[src/rtl/scl_pkg.sv]
package scl_pkg;
  // Strobes from the control side to the datapath, one system clock wide
  typedef struct packed {
    logic shift;   // rising serial clock inside a frame
    logic fwd;     // falling serial clock inside a frame
    logic commit;  // enable released after a full word
  } strobe_t;
endpackage

[src/rtl/scl_ctrl.sv]
module scl_ctrl
  import scl_pkg::*;
#(
  parameter int WORD_W = 16
) (
  input  logic    clk,
  input  logic    rstN,
  input  logic    selN,
  input  logic    sck,
  input  logic    sdi,
  output logic    sdiSync,
  output strobe_t strb
);
  localparam int CNT_W = $clog2(WORD_W + 1);

  logic [1:0] selPipe, sckPipe, sdiPipe;
  logic selQ, sckQ;
  logic [CNT_W-1:0] bitCnt;

  always_ff @(posedge clk or negedge rstN) begin
    if (!rstN) begin
      selPipe <= 2'b11;
      sckPipe <= 2'b00;
      sdiPipe <= 2'b00;
      selQ    <= 1'b1;
      sckQ    <= 1'b0;
    end else begin
      selPipe <= {selPipe[0], selN};
      sckPipe <= {sckPipe[0], sck};
      sdiPipe <= {sdiPipe[0], sdi};
      selQ    <= selPipe[1];
      sckQ    <= sckPipe[1];
    end
  end

  logic selS, sckS, frameOn, sckRise, sckFall, selRise;
  assign selS    = selPipe[1];
  assign sckS    = sckPipe[1];
  assign sdiSync = sdiPipe[1];
  assign frameOn = !selS;
  assign sckRise = sckS && !sckQ;
  assign sckFall = !sckS && sckQ;
  assign selRise = selS && !selQ;

  // Count rising edges per frame, saturating at one word
  always_ff @(posedge clk or negedge rstN) begin
    if (!rstN) bitCnt <= '0;
    else if (!frameOn && !selRise) bitCnt <= '0;
    else if (frameOn && sckRise && bitCnt != CNT_W'(WORD_W))
      bitCnt <= bitCnt + 1'b1;
  end

  always_ff @(posedge clk or negedge rstN) begin
    if (!rstN) strb <= '0;
    else begin
      strb.shift  <= frameOn && sckRise;
      strb.fwd    <= frameOn && sckFall;
      strb.commit <= selRise && (bitCnt == CNT_W'(WORD_W));
    end
  end

  // a serial clock edge and a frame release never act in the same cycle
  assert_strobes_exclusive_R6: assert property (@(posedge clk) disable iff (!rstN)
    $onehot0({strb.shift, strb.fwd, strb.commit}));

  // one commit per enable release
  assert_single_commit_R5: assert property (@(posedge clk) disable iff (!rstN)
    strb.commit |=> !strb.commit);
endmodule

[src/rtl/scl_datapath.sv]
module scl_datapath
  import scl_pkg::*;
#(
  parameter int NUM_CH = 10,
  parameter int CODE_W = 10,
  parameter int ADDR_W = 4
) (
  input  logic                     clk,
  input  logic                     rstN,
  input  strobe_t                  strb,
  input  logic                     sdiSync,
  output logic                     sdo,
  output logic [NUM_CH*CODE_W-1:0] codes,
  output logic                     extClkSel
);
  localparam int WORD_W = CODE_W + ADDR_W + 2;
  localparam int GUARD  = WORD_W - 1;
  localparam int SELB   = WORD_W - 2;

  logic [WORD_W-1:0] shiftReg;
  logic [ADDR_W-1:0] addr;
  logic              wordOk;

  always_ff @(posedge clk or negedge rstN) begin
    if (!rstN) shiftReg <= '0;
    else if (strb.shift) shiftReg <= {shiftReg[WORD_W-2:0], sdiSync};
  end

  always_ff @(posedge clk or negedge rstN) begin
    if (!rstN) sdo <= 1'b0;
    else if (strb.fwd) sdo <= shiftReg[GUARD];
  end

  assign addr   = shiftReg[CODE_W +: ADDR_W];
  assign wordOk = !shiftReg[GUARD] && (int'(addr) < NUM_CH);

  always_ff @(posedge clk or negedge rstN) begin
    if (!rstN) extClkSel <= 1'b0;
    else if (strb.commit && wordOk) extClkSel <= shiftReg[SELB];
  end

  for (genvar g = 0; g < NUM_CH; g++) begin : g_chan
    always_ff @(posedge clk or negedge rstN) begin
      if (!rstN) codes[g*CODE_W +: CODE_W] <= '0;
      else if (strb.commit && wordOk && int'(addr) == g)
        codes[g*CODE_W +: CODE_W] <= shiftReg[CODE_W-1:0];
    end
  end

  // outputs hold unless a commit strobe arrives
  assert_codes_hold_R5: assert property (@(posedge clk) disable iff (!rstN)
    !strb.commit |=> ($stable(codes) && $stable(extClkSel)));

  // a word with the guard bit set is dropped
  assert_guard_drop_R4: assert property (@(posedge clk) disable iff (!rstN)
    (strb.commit && shiftReg[GUARD]) |=> ($stable(codes) && $stable(extClkSel)));

  // data out moves only on a falling edge inside a frame
  assert_sdo_hold_R8: assert property (@(posedge clk) disable iff (!rstN)
    !strb.fwd |=> $stable(sdo));
endmodule

[src/rtl/serial_code_loader.sv]
module serial_code_loader #(
  parameter int NUM_CH = 10,
  parameter int CODE_W = 10,
  parameter int ADDR_W = 4
) (
  input  logic                     clk,
  input  logic                     rstN,
  input  logic                     selN,
  input  logic                     sck,
  input  logic                     sdi,
  output logic                     sdo,
  output logic [NUM_CH*CODE_W-1:0] codes,
  output logic                     extClkSel
);
  localparam int WORD_W = CODE_W + ADDR_W + 2;

  scl_pkg::strobe_t strb;
  logic sdiSync;

  scl_ctrl #(.WORD_W(WORD_W)) u_ctrl (
    .clk(clk), .rstN(rstN), .selN(selN), .sck(sck), .sdi(sdi),
    .sdiSync(sdiSync), .strb(strb)
  );

  scl_datapath #(.NUM_CH(NUM_CH), .CODE_W(CODE_W), .ADDR_W(ADDR_W)) u_dp (
    .clk(clk), .rstN(rstN), .strb(strb), .sdiSync(sdiSync),
    .sdo(sdo), .codes(codes), .extClkSel(extClkSel)
  );
endmodule

[config.mk]
export PLATFORM = sky130hd
export DESIGN_NAME = serial_code_loader
export DESIGN_NICKNAME = d
export VERILOG_FILES = /design/src/rtl/scl_pkg.sv /design/src/rtl/scl_ctrl.sv /design/src/rtl/scl_datapath.sv /design/src/rtl/serial_code_loader.sv
export SDC_FILE = /design/constraint.sdc
export NUM_CORES = 1
export LEC_CHECK = 0
export BUFFER_PORTS_ARGS = -buffer_cell sky130_fd_sc_hd__buf_2
export CAP_MARGIN = 20
export CORE_UTILIZATION = 45
export DETAILED_ROUTE_END_ITERATION = 8
export GPL_TIMING_DRIVEN = 0
export PLACE_DENSITY = 0.7
export SLEW_MARGIN = 10
export SYNTH_ARGS = -nofsm -noshare
export SYNTH_HDL_FRONTEND = slang
export SYNTH_SLANG_ARGS = --single-unit
[constraint.sdc]
create_clock -name clk -period 1.7 [get_ports clk]
set_clock_uncertainty 0.2 [all_clocks]
set_input_delay 0.085 -clock clk [delete_from_list [all_inputs] [get_ports clk]]
set_output_delay 0.085 -clock clk [all_outputs]
set_load 0.05 [all_outputs]
==> qor.txt, run 1 <==
Final layout net count -> 453
Leak Pwr -> 0.003758 uW
RSZ-0062 raised after global routing -> yes
Final setup viols -> 0
Syn_area_per_cell -> 16.51 um2
GPL Wtd Cong -> 0.7084
Setup crit start kind -> register
Die area -> 11690 um2
Vias -> 3072
Post-synthesis sequential area ratio -> 66.23%
First-pass GRT wire length -> 16.70 mm
CP Class -> register to register
1st-iter DRT viols -> 72
Final Critical Period -> 1696 ps
Worst-Margin Slew -> 505.1 ps
Largest stage delay, worst path -> 460 ps
IO Pins -> 107
GRT Util Overall -> 19.58%
Worst-path clk slew -> 60 ps
Max-cap violations -> 0
FF/Latch Area -> 3363 um2
GRT overflow -> 0
Vias per Instance -> 5.129
#FFs+latches synth -> 134
DR top layer -> met4
Crit path max-delay family -> simple AND/OR/NAND/NOR gates
Wire length after detailed routing -> 10.46 mm
Layout cell share with drive strength beyond 1 -> 62.96%
Clk_lat worst skew -> 510 ps
CP Max Fanout -> 10
Max frequency -> 589.6 MHz
Post-DP Area -> 5808 um2
Relative slew margins -> 66.32%
Post-route insts no fill -> 599
Tot Pwr -> 7660 uW
CP required -> 1890 ps
Drt first pass iters -> 4
Maximum VDD drop -> 0.9294 mV
Sequence of cells on the critical path -> and4bb_4 -> nand2_4 -> mux2_1
Crit. End Element -> register
Core Region -> 10890 um2
Routed met3 length -> 734 um
H-tree depth -> 4
Met2 wire length -> 5.151 mm
Slowest stage cell, crit path -> dfrtp_2
Worst path arrival time -> 1890 ps
Synth Warn # -> 0
CTS tree -> yes
Hold/Removal Path Class -> register to register
Synth Cell Area -> 5069 um2
Number of fill cells -> 818
Final Hold Slack -> 151.1 ps
Drt drc -> 0
Syn Nets -> 314
Endpoints failing hold -> 0
Initial Utilization -> 46.55%
CTS Buf Count -> 17
Synth cell types -> 28
Die X -> 108.1 um
Largest net degree at the start of global routing -> 72
Pwr per Cell Area -> 1149 nW/um2
Worst Slack Setup Final -> 3.873 ps
Ant. Diodes -> 0
Port-buffer cells -> 106
Cells after DPL -> 554
Layout area overhead -> 31.57%
Mapped Cells -> 307
Post-route cell area -> 6669 um2
Row Count -> 38
Die Y -> 108.1 um
WL/cell -> 17.46 um
WP buf/inv -> 0
Vias in the first global route -> 3174
HPWL after detailed placement -> 6.839 mm
Clock root buffer -> clkbuf_8
Final Cycle Share -> 99.77%
Dpl ws -> -248.9 ps
Antenna Violating Nets Remaining -> 0
Max Root-Sink Buffers -> 2
Initial antenna violation count -> 0
Post-route met1 wirelength -> 4.475 mm
Multi-input gate area -> 1742 um2
Slew Viols, Final -> 0
Clock sink count -> 134
Status -> complete, no violations
==> per-stage QoR <==
step | TNS (ps) | utilization (%)
4_1_cts | -991.2 | 60.57
3_3_place_gp | -186760 | 53.03
2_1_floorplan | 0 | -
5_1_grt | -1243 | 61.25
3_5_place_dp | -8962 | 53.34
6_report | 0 | 61.25
==> logic make-up (layout without fill, tap and decap cells) <==
kind of cell / after synthesis / in the layout / share of synthesized area, %
flops: 134 / 134 / 66.23
fa+ha+maj: 2 / 2 / 0.4936
compound gates: 2 / 2 / 0.2715
mux: 122 / 122 / 27.01
simple gates: 32 / 32 / 4.789
buf+inv: 15 / 167 / 1.210
==> cell usage in the layout, fill, tap and decap left out, types with 2 or more instances in the layout <==
cell / instances
dfrtp_1: 126
mux2_2: 114
buf_2: 106
clkbuf_16: 16
clkbuf_1: 11
dlygate4sd3_1: 8
nand2_4: 7
nand2_1: 6
clkinv_4: 6
dfrtp_2: 5
buf_6: 4
mux2i_1: 4
bufinv_16: 4
buf_4: 3
dfstp_2: 3
inv_1: 2
nor3b_1: 2
nor2b_2: 2
mux2_1: 2
mux2_4: 2
nand4_1: 2
ha_1: 2
clkinv_2: 2
inv_6: 2
==> worst paths after layout <==
kind | from | endpoint | slack [ps] | depth (start not counted)
worst max register to register | u_dp.shiftReg[11]$_DFFE_PN0P_ | u_dp.codes[11]$_DFFE_PN0P_ | 4 | 3
worst min register to register | u_ctrl.sckPipe[0]$_DFF_PN0_ | u_ctrl.sckPipe[1]$_DFF_PN0_ | 150 | 0
worst min-delay path | u_ctrl.sckPipe[0]$_DFF_PN0_ | u_ctrl.sckPipe[1]$_DFF_PN0_ | 150 | 0
max in group asynchronous | rstN | u_ctrl.bitCnt[2]$_DFFE_PN0P_ | 250 | 4
min in group asynchronous | rstN | u_ctrl.sckPipe[1]$_DFF_PN0_ | 400 | 3
worst max-delay path | u_dp.shiftReg[11]$_DFFE_PN0P_ | u_dp.codes[11]$_DFFE_PN0P_ | 4 | 3
==> what timing repair did <==
action	CTS	global route
resized for setup	17	15
pin swaps	2	3
buffers inserted	4	2
hold endpoints to repair	137	0
setup endpoints to repair	102	154
hold buffers	8	0
==> worst reg2reg max path, cell delays in order (launching register included) <==
cell      delay [ps]
dfrtp_2          460
and4bb_4         420
nand2_4          140
mux2_1           350
==> synthesized netlist by cell type <==
cell,count,area share (%)
mux2_1,4,0.89
and4bb_2,1,0.25
nor2_1,1,0.074
o21ai_0,1,0.099
and4bb_1,1,0.25
nand2_2,8,0.99
buf_2,1,0.099
inv_1,2,0.15
mux2_2,114,25
nor3_4,1,0.32
nor3b_1,3,0.44
and3_1,1,0.12
dfrtp_1,131,65
nand2_1,6,0.44
ha_1,2,0.49
nand3b_1,1,0.15
buf_4,1,0.15
mux2i_1,4,0.79
nand3_1,1,0.099
nand4_1,2,0.25
dfstp_2,3,1.6
nor4b_4,1,0.47
nor2b_2,1,0.17
a31o_2,1,0.17
nand4bb_1,1,0.22
nor2b_1,2,0.25
clkbuf_1,11,0.81
nand4b_2,1,0.30
==> report_power, final <==
part	internal (uW)	switching, uW	total, uW
Combinational	160	359	519
Clock	2400	1360	3750
Sequential	3300	85.8	3390
==> registers in the layout (all words and copies together), names as in the netlist <==
register and flops:
u_ctrl.sckPipe 2, u_ctrl.strb 3, u_ctrl.sckQ 1, u_ctrl.selQ 1, u_ctrl.bitCnt 5, u_dp.sdo 1
u_ctrl.sdiPipe 2, u_ctrl.selPipe 2, u_dp.extClkSel 1, u_dp.shiftReg 16, u_dp.codes 100
==> routing by layer <==
layer | global-route usage (%) | vias to the layer above
li1 | - | 1377
met1 | 24.35 | 1599
met2 | 31.03 | 90
met3 | 7.836 | 6
met4 | 6.751 | 0
met5 | 0 | -
==> cell type report <==
cell class                 count  area share, %
sequential                   134          50.43
multi-input combinational    158          26.12
timing repair buffer         121          10.64
clock buffer                  18          6.266
clock inverter                14          3.002
tap                          140          2.627
buffer                        12         0.8068
inverter                       2         0.1126
Power figures use the tool's default switching activity.
==> run 2: changes to the inputs <==
CORE_MARGIN = 3   (was default)
RECOVER_POWER = 100   (was default)
==> qor.txt, run 2 (synthesized netlist as in run 1, its figures left out) <==
Ant. Diodes -> 0 (unchanged)
Initial antenna violation count -> 0 (unchanged)
Setup crit start kind -> register
Worst-path clk slew -> 60 ps (about the same)
CTS Buf Count -> 17 (unchanged)
Die Y -> 112.1 um (+3.7%)
H-tree depth -> 4 (unchanged)
Maximum VDD drop -> 0.6522 mV (-30%)
Vias -> 3058 (-0.46%)
Max Root-Sink Buffers -> 2 (unchanged)
Met2 wire length -> 5.210 mm (+1.1%)
Final setup viols -> 1 (+1)
DR top layer -> met4
Final Cycle Share -> 100.0% (+0.24 points)
Vias per Instance -> 5.105 (-0.46%)
GRT overflow -> 0 (unchanged)
Drt drc -> 0 (unchanged)
Largest net degree at the start of global routing -> 76 (+5.6%)
Final layout net count -> 453 (unchanged)
1st-iter DRT viols -> 90 (+25%)
Antenna Violating Nets Remaining -> 0 (unchanged)
Initial Utilization -> 46.35% (-0.20 points)
Most common cell after layout, fill and taps aside -> dfrtp_1
Die X -> 112.1 um (+3.7%)
Leak Pwr -> 0.003719 uW (-1.1%)
Max FFs per register -> 100 (unchanged)
Relative slew margins -> 45.10% (-21 points)
Final Critical Period -> 1700 ps (+4.130 ps)
Post-DP Area -> 5808 um2 (unchanged)
First-pass GRT wire length -> 17.62 mm (+5.5%)
Wire length after detailed routing -> 10.61 mm (+1.4%)
Routed met3 length -> 781 um (+6.4%)
Worst r2r path cells -> 3 (unchanged)
Post-route met1 wirelength -> 4.465 mm (-0.22%)
GRT Util Overall -> 18.03% (-1.6 points)
Slew Viols, Final -> 0 (unchanged)
Most frequent cells in the layout -> 126 x dfrtp_1, 114 x mux2_2, 106 x buf_2, 17 x clkbuf_16, 13 x clkbuf_1
Post-route insts no fill -> 599 (unchanged)
Layout area overhead -> 32.04%
Worst-Margin Slew -> 823.5 ps (+318.4 ps)
Cells after DPL -> 554 (unchanged)
Hold/Removal Path Class -> input port to register
GPL Wtd Cong -> 0.7144 (+0.85%)
Port-buffer cells -> 106 (unchanged)
Clk_lat worst skew -> 400 ps (-110 ps)
Layout cell share with drive strength beyond 1 -> 63.40% (+0.44 points)
WL/cell -> 17.71 um (+1.4%)
Max-cap violations -> 0 (unchanged)
Die area -> 12570 um2 (+7.5%)
Drt first pass iters -> 4 (unchanged)
Row Count -> 38 (unchanged)
CP Class -> register to register
Status -> finished with violations
CTS tree -> yes
Pwr per Cell Area -> 1151 nW/um2 (+0.25%)
HPWL after detailed placement -> 7.125 mm (+4.2%)
CP required -> 1780 ps (-110 ps)
Max frequency -> 588.1 MHz (-0.24%)
Post-route cell area -> 6693 um2 (+0.36%)
Vias in the first global route -> 3384 (+6.6%)
Worst Slack Setup Final -> -0.2564 ps (-4.130 ps)
CP Max Fanout -> 10 (unchanged)
Worst path arrival time -> 1780 ps (-110 ps)
Tot Pwr -> 7706 uW (+0.60%)
Clock sink count -> 134 (unchanged)
Final core occ -> 61.20% (about the same)
Number of fill cells -> 876 (+7.1%)
Top reg by flops -> u_dp.codes
RSZ-0062 raised after global routing -> yes
IO Pins -> 107 (unchanged)
Crit. End Element -> register
Biggest regs -> u_dp.codes: 100 flops, u_dp.shiftReg: 16 flops, u_ctrl.bitCnt: 5 flops
Clock root buffer -> clkbuf_16
Hold path depth -> 2 (+2)
Core Region -> 10940 um2 (+0.44%)
Failing checks -> setup timing
Endpoints failing hold -> 0 (unchanged)
run 2: changes by cell type in the layout (fill, tap and decap cells not counted), sizes merged:
cell         previous run  this run
clkbuf                 28        32
clkinvlp                0         2
dlygate4sd3             8         4
clkinv                  8         5
buf                   115       117
nand2                  14        15
inv                     4         2
run 2: cell type report:
class                      instances  area (um2)  area share (%)
buffer                            12       53.80          0.8039
inverter                           2       7.507          0.1122
multi-input combinational        159        1775           26.53
sequential                       134        3363           50.25
clock buffer                      21       450.4           6.730
timing repair buffer             120       691.9           10.34
tap                              140       175.2           2.617
clock inverter                    11       175.2           2.617
run 2: worst paths after layout:
check / startpoint / end / slack (ps)
setup reg to reg: u_dp.shiftReg[11]$_DFFE_PN0P_ / u_dp.codes[50]$_DFFE_PN0P_ / -0.3
setup / recovery: u_dp.shiftReg[11]$_DFFE_PN0P_ / u_dp.codes[50]$_DFFE_PN0P_ / -0.3
hold reg to reg: u_ctrl.sdiPipe[0]$_DFF_PN0_ / u_ctrl.sdiPipe[1]$_DFF_PN0_ / 150
max in group asynchronous: rstN / u_dp.shiftReg[12]$_DFFE_PN0P_ / 330
min in group asynchronous: rstN / u_ctrl.sckPipe[0]$_DFF_PN0_ / 130
hold / removal: sdi / u_ctrl.sdiPipe[0]$_DFF_PN0_ / 120
run 2: metal layers:
layer / vias to the layer above / global-route usage, %
met2: 83 / 29.32
met3: 14 / 7.925
met1: 1589 / 21.71
met5: - / 0
met4: 0 / 5.849
li1: 1372 / -
run 2: report_power, final:
group | switching (uW) | internal, uW
sequential | 82.6 | 3300
combinational | 358 | 156
clock | 1310 | 2500
run 2: metrics by stage:
stage | setup TNS (ps) | setup WS, ps | hold slack [ps]
3_3_place_gp | -181890 | -1330 | -6.908
2_1_floorplan | 0 | 17.81 | -410.6
3_5_place_dp | -9282 | -257.6 | -103.3
4_1_cts | 0 | 5.363 | 23.75
6_report | -0.2564 | -0.2564 | 122.8
5_1_grt | -545.4 | -39.08 | 98.96
run 2: worst max-delay path: stages (launching register included):
cell	delay, ps
dfrtp_2	470
and4bb_4	420
nand2_4	150
mux2_1	330
run 2: timing repair:
action	in CTS	in global routing
resized for setup	23	10
cloned	0	1
pin swaps	2	4
hold buffers	4	0
setup buffers	6	3
endpoints found under the hold margin	137	0
setup endpoints to repair	101	90
